### src/rtl/awd_pkg.sv
package awd_pkg;

    // register select codes within one window
    localparam logic [1:0] SEL_CTRL = 2'd0;
    localparam logic [1:0] SEL_BASE = 2'd1;
    localparam logic [1:0] SEL_RLO  = 2'd2;
    localparam logic [1:0] SEL_RHI  = 2'd3;

    // control word field positions (size occupies the top bits)
    localparam int CTRL_EN_BIT   = 0;
    localparam int CTRL_TGT_LSB  = 4;
    localparam int CTRL_ATTR_LSB = 8;

endpackage

### src/rtl/awd_win_regs.sv
module awd_win_regs
    import awd_pkg::*;
#(
    parameter int NWIN = 8,
    parameter int AW   = 32,
    parameter int PW   = 16,
    parameter int TW   = 4,
    parameter int ATW  = 8,
    parameter logic [NWIN-1:0] REMAP_MASK = 8'h0F,
    localparam int SW  = AW - PW,
    localparam int IW  = $clog2(NWIN)
) (
    input  logic                     clk,
    input  logic                     rst_n,
    input  logic                     wr_en,
    input  logic [IW-1:0]            win_sel,
    input  logic [1:0]               reg_sel,
    input  logic [AW-1:0]            wr_data,
    output logic [AW-1:0]            rd_data,
    output logic [NWIN-1:0]          en_o,
    output logic [NWIN-1:0][TW-1:0]  tgt_o,
    output logic [NWIN-1:0][ATW-1:0] attr_o,
    output logic [NWIN-1:0][SW-1:0]  size_o,
    output logic [NWIN-1:0][SW-1:0]  base_up_o,
    output logic [NWIN-1:0][SW-1:0]  rlo_up_o
);

    typedef struct packed {
        logic           en;
        logic [TW-1:0]  tgt;
        logic [ATW-1:0] attr;
        logic [SW-1:0]  size;
        logic [AW-1:0]  base;
        logic [AW-1:0]  rlo;
        logic [AW-1:0]  rhi;
    } win_cfg_t;

    logic [AW-1:0] rd_words [NWIN][4];

    for (genvar g = 0; g < NWIN; g++) begin : g_win
        win_cfg_t      cfg_d, cfg_q;
        logic [AW-1:0] ctrl_word;

        always_comb begin
            cfg_d = cfg_q;
            if (wr_en && win_sel == IW'(g)) begin
                case (reg_sel)
                    SEL_CTRL: begin
                        cfg_d.en   = wr_data[CTRL_EN_BIT];
                        cfg_d.tgt  = wr_data[CTRL_TGT_LSB +: TW];
                        cfg_d.attr = wr_data[CTRL_ATTR_LSB +: ATW];
                        cfg_d.size = wr_data[AW-1 -: SW];
                    end
                    SEL_BASE: cfg_d.base = wr_data;
                    SEL_RLO:  cfg_d.rlo  = wr_data;
                    default:  cfg_d.rhi  = wr_data;
                endcase
            end
            if (!REMAP_MASK[g]) begin
                cfg_d.rlo = '0;
                cfg_d.rhi = '0;
            end
        end

        always_ff @(posedge clk or negedge rst_n) begin
            if (!rst_n) cfg_q <= '0;
            else        cfg_q <= cfg_d;
        end

        always_comb begin
            ctrl_word                         = '0;
            ctrl_word[CTRL_EN_BIT]            = cfg_q.en;
            ctrl_word[CTRL_TGT_LSB +: TW]     = cfg_q.tgt;
            ctrl_word[CTRL_ATTR_LSB +: ATW]   = cfg_q.attr;
            ctrl_word[AW-1 -: SW]             = cfg_q.size;
        end

        assign rd_words[g][0] = ctrl_word;
        assign rd_words[g][1] = cfg_q.base;
        assign rd_words[g][2] = cfg_q.rlo;
        assign rd_words[g][3] = cfg_q.rhi;

        assign en_o[g]      = cfg_q.en;
        assign tgt_o[g]     = cfg_q.tgt;
        assign attr_o[g]    = cfg_q.attr;
        assign size_o[g]    = cfg_q.size;
        assign base_up_o[g] = cfg_q.base[AW-1 -: SW];
        assign rlo_up_o[g]  = cfg_q.rlo[AW-1 -: SW];
    end

    assign rd_data = rd_words[win_sel][reg_sel];

endmodule

### src/rtl/awd_win_match.sv
module awd_win_match #(
    parameter int AW        = 32,
    parameter int PW        = 16,
    parameter bit HAS_REMAP = 1'b1,
    localparam int SW       = AW - PW
) (
    input  logic          en,
    input  logic [SW-1:0] size,
    input  logic [SW-1:0] base_up,
    input  logic [SW-1:0] rlo_up,
    input  logic [AW-1:0] addr,
    output logic          hit,
    output logic [AW-1:0] xaddr
);

    logic [SW-1:0] addr_up;
    logic [SW-1:0] fixed_mask;

    assign addr_up    = addr[AW-1 -: SW];
    assign fixed_mask = ~size;

    always_comb begin
        hit = en && ((addr_up & fixed_mask) == (base_up & fixed_mask));
    end

    if (HAS_REMAP) begin : g_remap
        assign xaddr = {(rlo_up & fixed_mask) | (addr_up & size), addr[PW-1:0]};
    end else begin : g_pass
        logic [SW-1:0] unused_rlo;
        assign unused_rlo = rlo_up;
        assign xaddr      = addr;
    end

endmodule

### src/rtl/awd_pick.sv
module awd_pick #(
    parameter int NWIN = 8,
    parameter int AW   = 32,
    parameter int TW   = 4,
    parameter int ATW  = 8,
    localparam int IW  = $clog2(NWIN)
) (
    input  logic                     clk,
    input  logic                     rst_n,
    input  logic                     in_valid,
    input  logic [AW-1:0]            in_addr,
    input  logic [NWIN-1:0]          hit_vec,
    input  logic [NWIN-1:0][AW-1:0]  xaddr,
    input  logic [NWIN-1:0][TW-1:0]  tgt,
    input  logic [NWIN-1:0][ATW-1:0] attr,
    output logic                     out_valid,
    output logic                     out_hit,
    output logic [IW-1:0]            out_win,
    output logic [TW-1:0]            out_tgt,
    output logic [ATW-1:0]           out_attr,
    output logic [AW-1:0]            out_addr
);

    typedef struct packed {
        logic           valid;
        logic           hit;
        logic [IW-1:0]  win;
        logic [TW-1:0]  tgt;
        logic [ATW-1:0] attr;
        logic [AW-1:0]  addr;
    } res_t;

    res_t res_d, res_q;

    // scan from the top so the lowest-numbered match is written last
    always_comb begin
        res_d       = '0;
        res_d.valid = in_valid;
        res_d.addr  = in_addr;
        for (int i = NWIN - 1; i >= 0; i--) begin
            if (in_valid && hit_vec[i]) begin
                res_d.hit  = 1'b1;
                res_d.win  = IW'(i);
                res_d.tgt  = tgt[i];
                res_d.attr = attr[i];
                res_d.addr = xaddr[i];
            end
        end
    end

    always_ff @(posedge clk or negedge rst_n) begin
        if (!rst_n) res_q <= '0;
        else        res_q <= res_d;
    end

    assign out_valid = res_q.valid;
    assign out_hit   = res_q.hit;
    assign out_win   = res_q.win;
    assign out_tgt   = res_q.tgt;
    assign out_attr  = res_q.attr;
    assign out_addr  = res_q.addr;

endmodule

### src/rtl/addr_window_decoder.sv
module addr_window_decoder #(
    parameter int NWIN   = 8,
    parameter int ADDR_W = 32,
    parameter int PAGE_W = 16,
    parameter int TGT_W  = 4,
    parameter int ATTR_W = 8,
    parameter logic [NWIN-1:0] REMAP_MASK = 8'h0F,
    localparam int IW    = $clog2(NWIN),
    localparam int SW    = ADDR_W - PAGE_W
) (
    input  logic              clk,
    input  logic              rst_n,
    input  logic              cfg_wr,
    input  logic [IW+1:0]     cfg_addr,
    input  logic [ADDR_W-1:0] cfg_wdata,
    output logic [ADDR_W-1:0] cfg_rdata,
    input  logic              in_valid,
    input  logic [ADDR_W-1:0] in_addr,
    output logic              out_valid,
    output logic              out_hit,
    output logic [IW-1:0]     out_win,
    output logic [TGT_W-1:0]  out_tgt,
    output logic [ATTR_W-1:0] out_attr,
    output logic [ADDR_W-1:0] out_addr
);

    logic [NWIN-1:0]             win_en;
    logic [NWIN-1:0][TGT_W-1:0]  win_tgt;
    logic [NWIN-1:0][ATTR_W-1:0] win_attr;
    logic [NWIN-1:0][SW-1:0]     win_size;
    logic [NWIN-1:0][SW-1:0]     win_base;
    logic [NWIN-1:0][SW-1:0]     win_rlo;
    logic [NWIN-1:0]             win_hit;
    logic [NWIN-1:0][ADDR_W-1:0] win_xaddr;

    awd_win_regs #(
        .NWIN(NWIN), .AW(ADDR_W), .PW(PAGE_W), .TW(TGT_W), .ATW(ATTR_W),
        .REMAP_MASK(REMAP_MASK)
    ) u_regs (
        .clk       (clk),
        .rst_n     (rst_n),
        .wr_en     (cfg_wr),
        .win_sel   (cfg_addr[IW+1:2]),
        .reg_sel   (cfg_addr[1:0]),
        .wr_data   (cfg_wdata),
        .rd_data   (cfg_rdata),
        .en_o      (win_en),
        .tgt_o     (win_tgt),
        .attr_o    (win_attr),
        .size_o    (win_size),
        .base_up_o (win_base),
        .rlo_up_o  (win_rlo)
    );

    for (genvar g = 0; g < NWIN; g++) begin : g_match
        awd_win_match #(
            .AW(ADDR_W), .PW(PAGE_W), .HAS_REMAP(REMAP_MASK[g])
        ) u_match (
            .en      (win_en[g]),
            .size    (win_size[g]),
            .base_up (win_base[g]),
            .rlo_up  (win_rlo[g]),
            .addr    (in_addr),
            .hit     (win_hit[g]),
            .xaddr   (win_xaddr[g])
        );
    end

    awd_pick #(
        .NWIN(NWIN), .AW(ADDR_W), .TW(TGT_W), .ATW(ATTR_W)
    ) u_pick (
        .clk       (clk),
        .rst_n     (rst_n),
        .in_valid  (in_valid),
        .in_addr   (in_addr),
        .hit_vec   (win_hit),
        .xaddr     (win_xaddr),
        .tgt       (win_tgt),
        .attr      (win_attr),
        .out_valid (out_valid),
        .out_hit   (out_hit),
        .out_win   (out_win),
        .out_tgt   (out_tgt),
        .out_attr  (out_attr),
        .out_addr  (out_addr)
    );

endmodule

### config.mk
export PLATFORM = sky130hd
export DESIGN_NAME = addr_window_decoder
export DESIGN_NICKNAME = d
export VERILOG_FILES = /design/src/rtl/awd_pkg.sv /design/src/rtl/awd_win_regs.sv /design/src/rtl/awd_win_match.sv /design/src/rtl/awd_pick.sv /design/src/rtl/addr_window_decoder.sv
export SDC_FILE = /design/constraint.sdc
export NUM_CORES = 1
export LEC_CHECK = 0
export CORE_ASPECT_RATIO = 0.5
export CORE_MARGIN = 3
export CORE_UTILIZATION = 36
export CTS_BUF_LIST = sky130_fd_sc_hd__clkbuf_16
export DETAILED_ROUTE_END_ITERATION = 12
export DONT_BUFFER_PORTS = 1
export GPL_ROUTABILITY_DRIVEN = 0
export PLACE_DENSITY = 0.5
export SYNTH_ARGS = -nofsm -noshare
export SYNTH_HDL_FRONTEND = slang
export SYNTH_SLANG_ARGS = --single-unit
### constraint.sdc
create_clock -name clk -period 4.5 [get_ports clk]
set_input_delay 0.225 -clock clk [delete_from_list [all_inputs] [get_ports clk]]
set_output_delay 0.225 -clock clk [all_outputs]
set_load 0.02 [all_outputs]
==> results of run 1 <==
==> area by class of cell <==
class | instances | area (sq um)
multi-input combinational | 1667 | 17900
tap | 1419 | 1780
clock inverter | 62 | 492
clock buffer | 85 | 2130
sequential | 793 | 19800
fill | 9807 | 62500
inverter | 26 | 97.6
timing repair buffer | 110 | 1110
antenna | 1 | 2.50
==> sequential cells by signal, indices dropped and copies added, names as in the netlist <==
signal and cells:
u_pick.out_addr 32, u_pick.out_attr 8, u_pick.out_hit 1, u_pick.out_tgt 4
u_pick.out_valid 1, u_pick.out_win 3, u_regs.attr_o 64, u_regs.base_up_o 128
u_regs.en_o 8, u_regs.g_win.cfg_q 320, u_regs.rlo_up_o 64, u_regs.size_o 128
u_regs.tgt_o 32
==> stage by stage <==
stage / total power, mW / utilization
3_5_place_dp: 12.9 / 0.377
3_3_place_gp: 12.8 / 0.377
4_1_cts: 20.0 / 0.408
5_1_grt: 20.9 / 0.409
2_1_floorplan: 12.0 / -
6_report: 20.0 / 0.409
==> repair_timing <==
item / 4_1_cts / 5_1_grt
hold buffers: 65 / 2
resized for setup: 0 / 0
endpoints found under the hold margin: 1570 / 180
endpoints found under the setup margin: 0 / 0
==> critical path, stage by stage (launching register included) <==
cell and delay (ps):
dfrtp_1 420, xnor2_1 240, o22ai_1 190, nor4_1 730
nand3_1 490, and3_1 620, o21ai_0 220, o21ai_1 90
a22o_1 190
==> per-layer routing <==
metal / routed length (microns) / track usage
met1: 59900 / 0.334
met2: 58400 / 0.353
met3: 6180 / 0.0356
met4: 2730 / 0.0522
met5: 0 / 0
==> placed cells by master (no fill, tap or decap), drive strengths merged, types with 44 or more instances in the layout <==
master and instances:
mux4 194, a21oi 55, dfrtp 793, o21ai 54, clkbuf 85, o22ai 66
buf 44, mux2i 86, dlygate4sd3 66, xnor2 128, mux2 759, nor2 120
==> kinds of logic after synthesis <==
logic type	after synthesis
compound gates	277
buf+inv	267
simple gates	223
mux	1039
xor+xnor	128
flops	793
==> worst paths after layout <==
path | slack (ps) | cells past startpoint | endpoint | start
setup / recovery | 1200 | 8 | u_pick.out_attr[2] | u_regs.base_up_o[77]
hold / removal | 110 | 1 | u_pick.out_valid | in_valid
setup reg to reg | 1200 | 8 | u_pick.out_attr[2] | u_regs.base_up_o[77]
hold reg to reg | 500 | 1 | u_regs.g_win[3].cfg_q[78] | u_regs.g_win[3].cfg_q[78]
max in group asynchronous | 1400 | 4 | u_pick.out_addr[6] | rst_n
min in group asynchronous | 190 | 2 | u_regs.g_win[1].cfg_q[22] | rst_n
==> report_power, final <==
part           leakage, nW  total (mW)  switching (mW)  internal [mW]
clock network         1.33        6.89            3.02           3.87
logic                 7.04        3.53            1.44           2.09
registers             10.1        9.55            1.10           8.45
==> results.json, run 1 <==
{
  "critPathKind": "register to register",
  "hold_ws_ps": 107,
  "worstPathRequired_ps": 5050,
  "synth-edff-count": 0,
  "syn-num-nets": 2800,
  "final_hold_viol_count": 0,
  "setup_violations": 0,
  "synth.cell_area_sq_um": 38700,
  "grt_pass1_wl_microns": 186000,
  "dp_slack_ps": 1260,
  "synthCells": 2727,
  "grt_max_degree": 794,
  "synth.area.top_cells": "dfrtp_1, mux2_2, mux4_2",
  "firstDrtPassIters": 5,
  "fin_worst_skew_ps": 30.8,
  "cts_made_buffers": 80,
  "yosys.area.top_type": "dfrtp_1",
  "timing.final.ws_setup_ps": 1200,
  "tns_ps": 0,
  "syn_avg_cell_area_sq_um": 14.2,
  "synth-seq-cells": 793,
  "area_delta_synth_final_pct": 12.0,
  "fin_nets": 2751,
  "muxShareOfSynthArea": 0.356,
  "pin_count": 154,
  "synth_adder_area_share": 0,
  "drt_iter0_drc": 1930,
  "fin_cells": 4163,
  "drc": 0,
  "ys_warn_count": 0,
  "yosys.area_share.simple": 0.0264,
  "place_hpwl_microns": 75300,
  "routed_wl_microns": 127000,
  "drive_gt1_frac": 0.419,
  "critPathCaptureType": "register",
  "violations": "slew limit",
  "synth_top_area_share": 0.513,
  "maxSlewHeadroom": -0.0354,
  "htreeDepth": 3,
  "dpl_cell_area_sq_um": 39900,
  "synthXorXnorAreaFrac": 0.0290,
  "rows": 84,
  "viasPerCell": 5.83,
  "period_needed_ps": 3300,
  "dp_cells": 3945,
  "io_buffers": 0,
  "cts_setup_buffers": 0,
  "worstMarginPinSlew_ps": 1550,
  "cts_buffer_depth": 3,
  "p_per_area_nw_per_um2": 461,
  "cts-root-buf": "clkbuf_16",
  "die_w_microns": 470,
  "dieArea_sq_um": 112000,
  "coreArea_sq_um": 106000,
  "drv_slew": 172,
  "ys.flop_type": "dfrtp_1",
  "cts.sinks": 793,
  "fp.dieH_microns": 238,
  "clk_pin_slew_ps": 70,
  "period_share": 0.733,
  "synthArstFlopShare": 1.00,
  "stdcell_area_sq_um": 43300,
  "cts_tree": "yes",
  "crit_fanout": 12,
  "ant_nets": 0,
  "synth_seq_area_share": 0.513,
  "synth_cell_types": 43,
  "grt_overflow_total": 0,
  "initial_core_util": 0.366,
  "via_count": 24300,
  "synth_commonest_cells": "dfrtp_1, mux2_2, mux4_2",
  "drv_cap": 0,
  "synth_top_family_by_area": "multiplexers",
  "fmax_ghz": 0.303,
  "critPathLaunchType": "register",
  "status": "complete, but fails checks",
  "grt_setup_unrepaired": "no",
  "leakage_nw": 18.5,
  "grt.total_usage": 0.227,
  "hold_class": "primary input to register",
  "cp.arrival_ps": 3850,
  "ir_drop_mv": 0.315,
  "synth_most_common_cell": "dfrtp_1",
  "clk_latency_ps": 680,
  "grt_pass1_vias": 24900,
  "antenna_found_initial": 1,
  "wl_per_cell_microns": 30.6,
  "synth_compound_area_frac": 0.0476
}
(Power assumes the default switching activity.)
==> inputs of run 2 (changes only) <==
- PLACE_DENSITY: 0.5 -> 0.52
- clock period: 4.5 -> 2.9 ns (I/O delays scaled with it)
==> run 2 against run 1 <==
Compared with the run above:
- the run ends with hold timing, slew limit left
- sequential power rose by 55%
- non-clock buffer count increased by 51
- sequential share of layout area is 0.45 points lower
- register-to-register slack got worse by 1100 ps
- critical path depth decreased by 3
- critical path type is now register to output pin
- critical endpoint is now cfg_rdata[24]
- largest cell class unchanged
==> results.json, run 2 (synthesis gave the netlist of run 1 again) <==
{
  "drt_iter0_drc": 1931,
  "fmax_ghz": 0.348,
  "leakage_nw": 18.8,
  "cts_buffer_depth": 3,
  "fin_worst_skew_ps": 31.2,
  "largest_reg_flops": 320,
  "grt_pass1_vias": 24900,
  "rows": 84,
  "io_buffers": 0,
  "multi_input_area_sq_um": 17900,
  "antenna_found_initial": 2,
  "worstMarginPinSlew_ps": 1690,
  "drive_gt1_frac": 0.429,
  "cts_tree": "yes",
  "routed_wl_microns": 122000,
  "clk_pin_slew_ps": 60,
  "nFillCells": 9701,
  "grt_setup_unrepaired": "no",
  "firstDrtPassIters": 5,
  "cp.arrival_ps": 2730,
  "regArea_sq_um": 19800,
  "period_share": 0.990,
  "cts.sinks": 793,
  "viasPerCell": 5.73,
  "r2r_start": "u_regs.base_up_o[58]",
  "ir_drop_mv": 0.457,
  "critPathCaptureType": "output pin",
  "final_hold_viol_count": 533,
  "tns_ps": 0,
  "coreArea_sq_um": 106000,
  "hold_class": "primary input to async pin",
  "fp.dieH_microns": 238,
  "drc": 0,
  "dp_slack_ps": 111,
  "fin_nets": 2802,
  "critPathLaunchType": "register",
  "via_count": 24200,
  "layout_commonest_cell": "dfrtp_1",
  "initial_core_util": 0.366,
  "p_per_area_nw_per_um2": 703,
  "pin_count": 154,
  "cts_made_buffers": 80,
  "htreeDepth": 3,
  "die_w_microns": 470,
  "place_hpwl_microns": 74400,
  "maxSlewHeadroom": -0.124,
  "grt_overflow_total": 0,
  "reg2regPathDepth": 10,
  "ant_nets": 0,
  "area_delta_synth_final_pct": 13.1,
  "violations": "hold timing, slew limit",
  "r2r_end": "u_pick.out_attr[3]",
  "critPathKind": "register to output pin",
  "regMostFlops": "u_regs.g_win.cfg_q",
  "dieArea_sq_um": 112000,
  "crit_fanout": 5,
  "cts-root-buf": "clkbuf_16",
  "hold_ws_ps": -815,
  "holdBufCountCts": 75,
  "layout_common_cells": "dfrtp_1, mux2_2, mux4_2",
  "clk_latency_ps": 680,
  "setup_violations": 0,
  "grt_max_degree": 794,
  "drv_slew": 121,
  "wl_per_cell_microns": 29.0,
  "grt_pass1_wl_microns": 180000,
  "period_needed_ps": 2870,
  "status": "complete, but fails checks",
  "drv_cap": 0,
  "worstPathRequired_ps": 2760,
  "r2r_setup_slack_ps": 140,
  "grt.total_usage": 0.218,
  "timing.final.ws_setup_ps": 28.8,
  "cts_setup_buffers": 0
}
[run 2: cell count changes in the layout (fill, tap and decap cells not counted), moves of 2 or more]
cell | before | now
buf_12 | 3 | 9
buf_4 | 37 | 75
bufinv_16 | 8 | 6
clkinv_1 | 22 | 18
clkinv_2 | 11 | 13
dlygate4sd3_1 | 66 | 74
inv_1 | 39 | 42
xnor2_1 | 128 | 125
xnor2_2 | 0 | 3
[run 2: timing repair]
action,in CTS,in global routing
endpoints found under the setup margin,0,13
endpoints found under the hold margin,1570,533
resized for setup,0,4
[run 2: cell type report]
| type | count | share of cell area |
|---|---|---|
| timing repair buffer | 161 | 0.0358 |
| clock buffer | 85 | 0.0486 |
| clock inverter | 61 | 0.0100 |
| antenna | 1 | 0.0000572 |
| sequential | 793 | 0.453 |
| inverter | 26 | 0.00223 |
| tap | 1419 | 0.0406 |
| multi-input combinational | 1667 | 0.409 |
[run 2: power breakdown]
part	switching [mW]	internal, mW
logic	2.24	3.32
clock network	4.62	5.83
registers	1.66	13.1
[run 2: through the flow]
step	utilization	hold WS (ps)	total power [mW]	cell area [sq um]	std cells
finish	0.414	-815	30.8	43800	4213
global route	0.413	-862	32.1	43800	4212
floorplan	-	-151	18.6	38700	2727
global placement	0.381	-83.1	19.9	40300	3988
detailed placement	0.381	-79.8	20.0	40300	3988
CTS	0.412	-815	30.8	43700	4209
[run 2: how the worst max path moves through the flow]
stage,startpoint,end,slack (ps)
6_report,u_regs.size_o[56],cfg_rdata[24],30
5_1_grt,u_regs.base_up_o[106],u_pick.out_attr[0],30
4_1_cts,u_regs.size_o[56],cfg_rdata[24],20
3_5_place_dp,u_regs.base_up_o[58],u_pick.out_attr[4],110
3_3_place_gp,u_regs.base_up_o[58],u_pick.out_attr[6],100
2_1_floorplan,u_regs.base_up_o[102],u_pick.out_attr[2],580
[run 2: critical path, stage by stage, from the launching register on]
cell      delay [ps]
dfrtp_1          480
mux4_2           490
mux2i_1          530
nor2_1            90
a211oi_1         280
a21oi_1          180
[run 2: layer usage]
layer | part of all wire | routed length, microns | global-route usage
met5 | 0 | 0 | 0
met4 | 0.022 | 2730 | 0.0492
met3 | 0.051 | 6270 | 0.0404
met2 | 0.46 | 56500 | 0.344
met1 | 0.46 | 56900 | 0.313
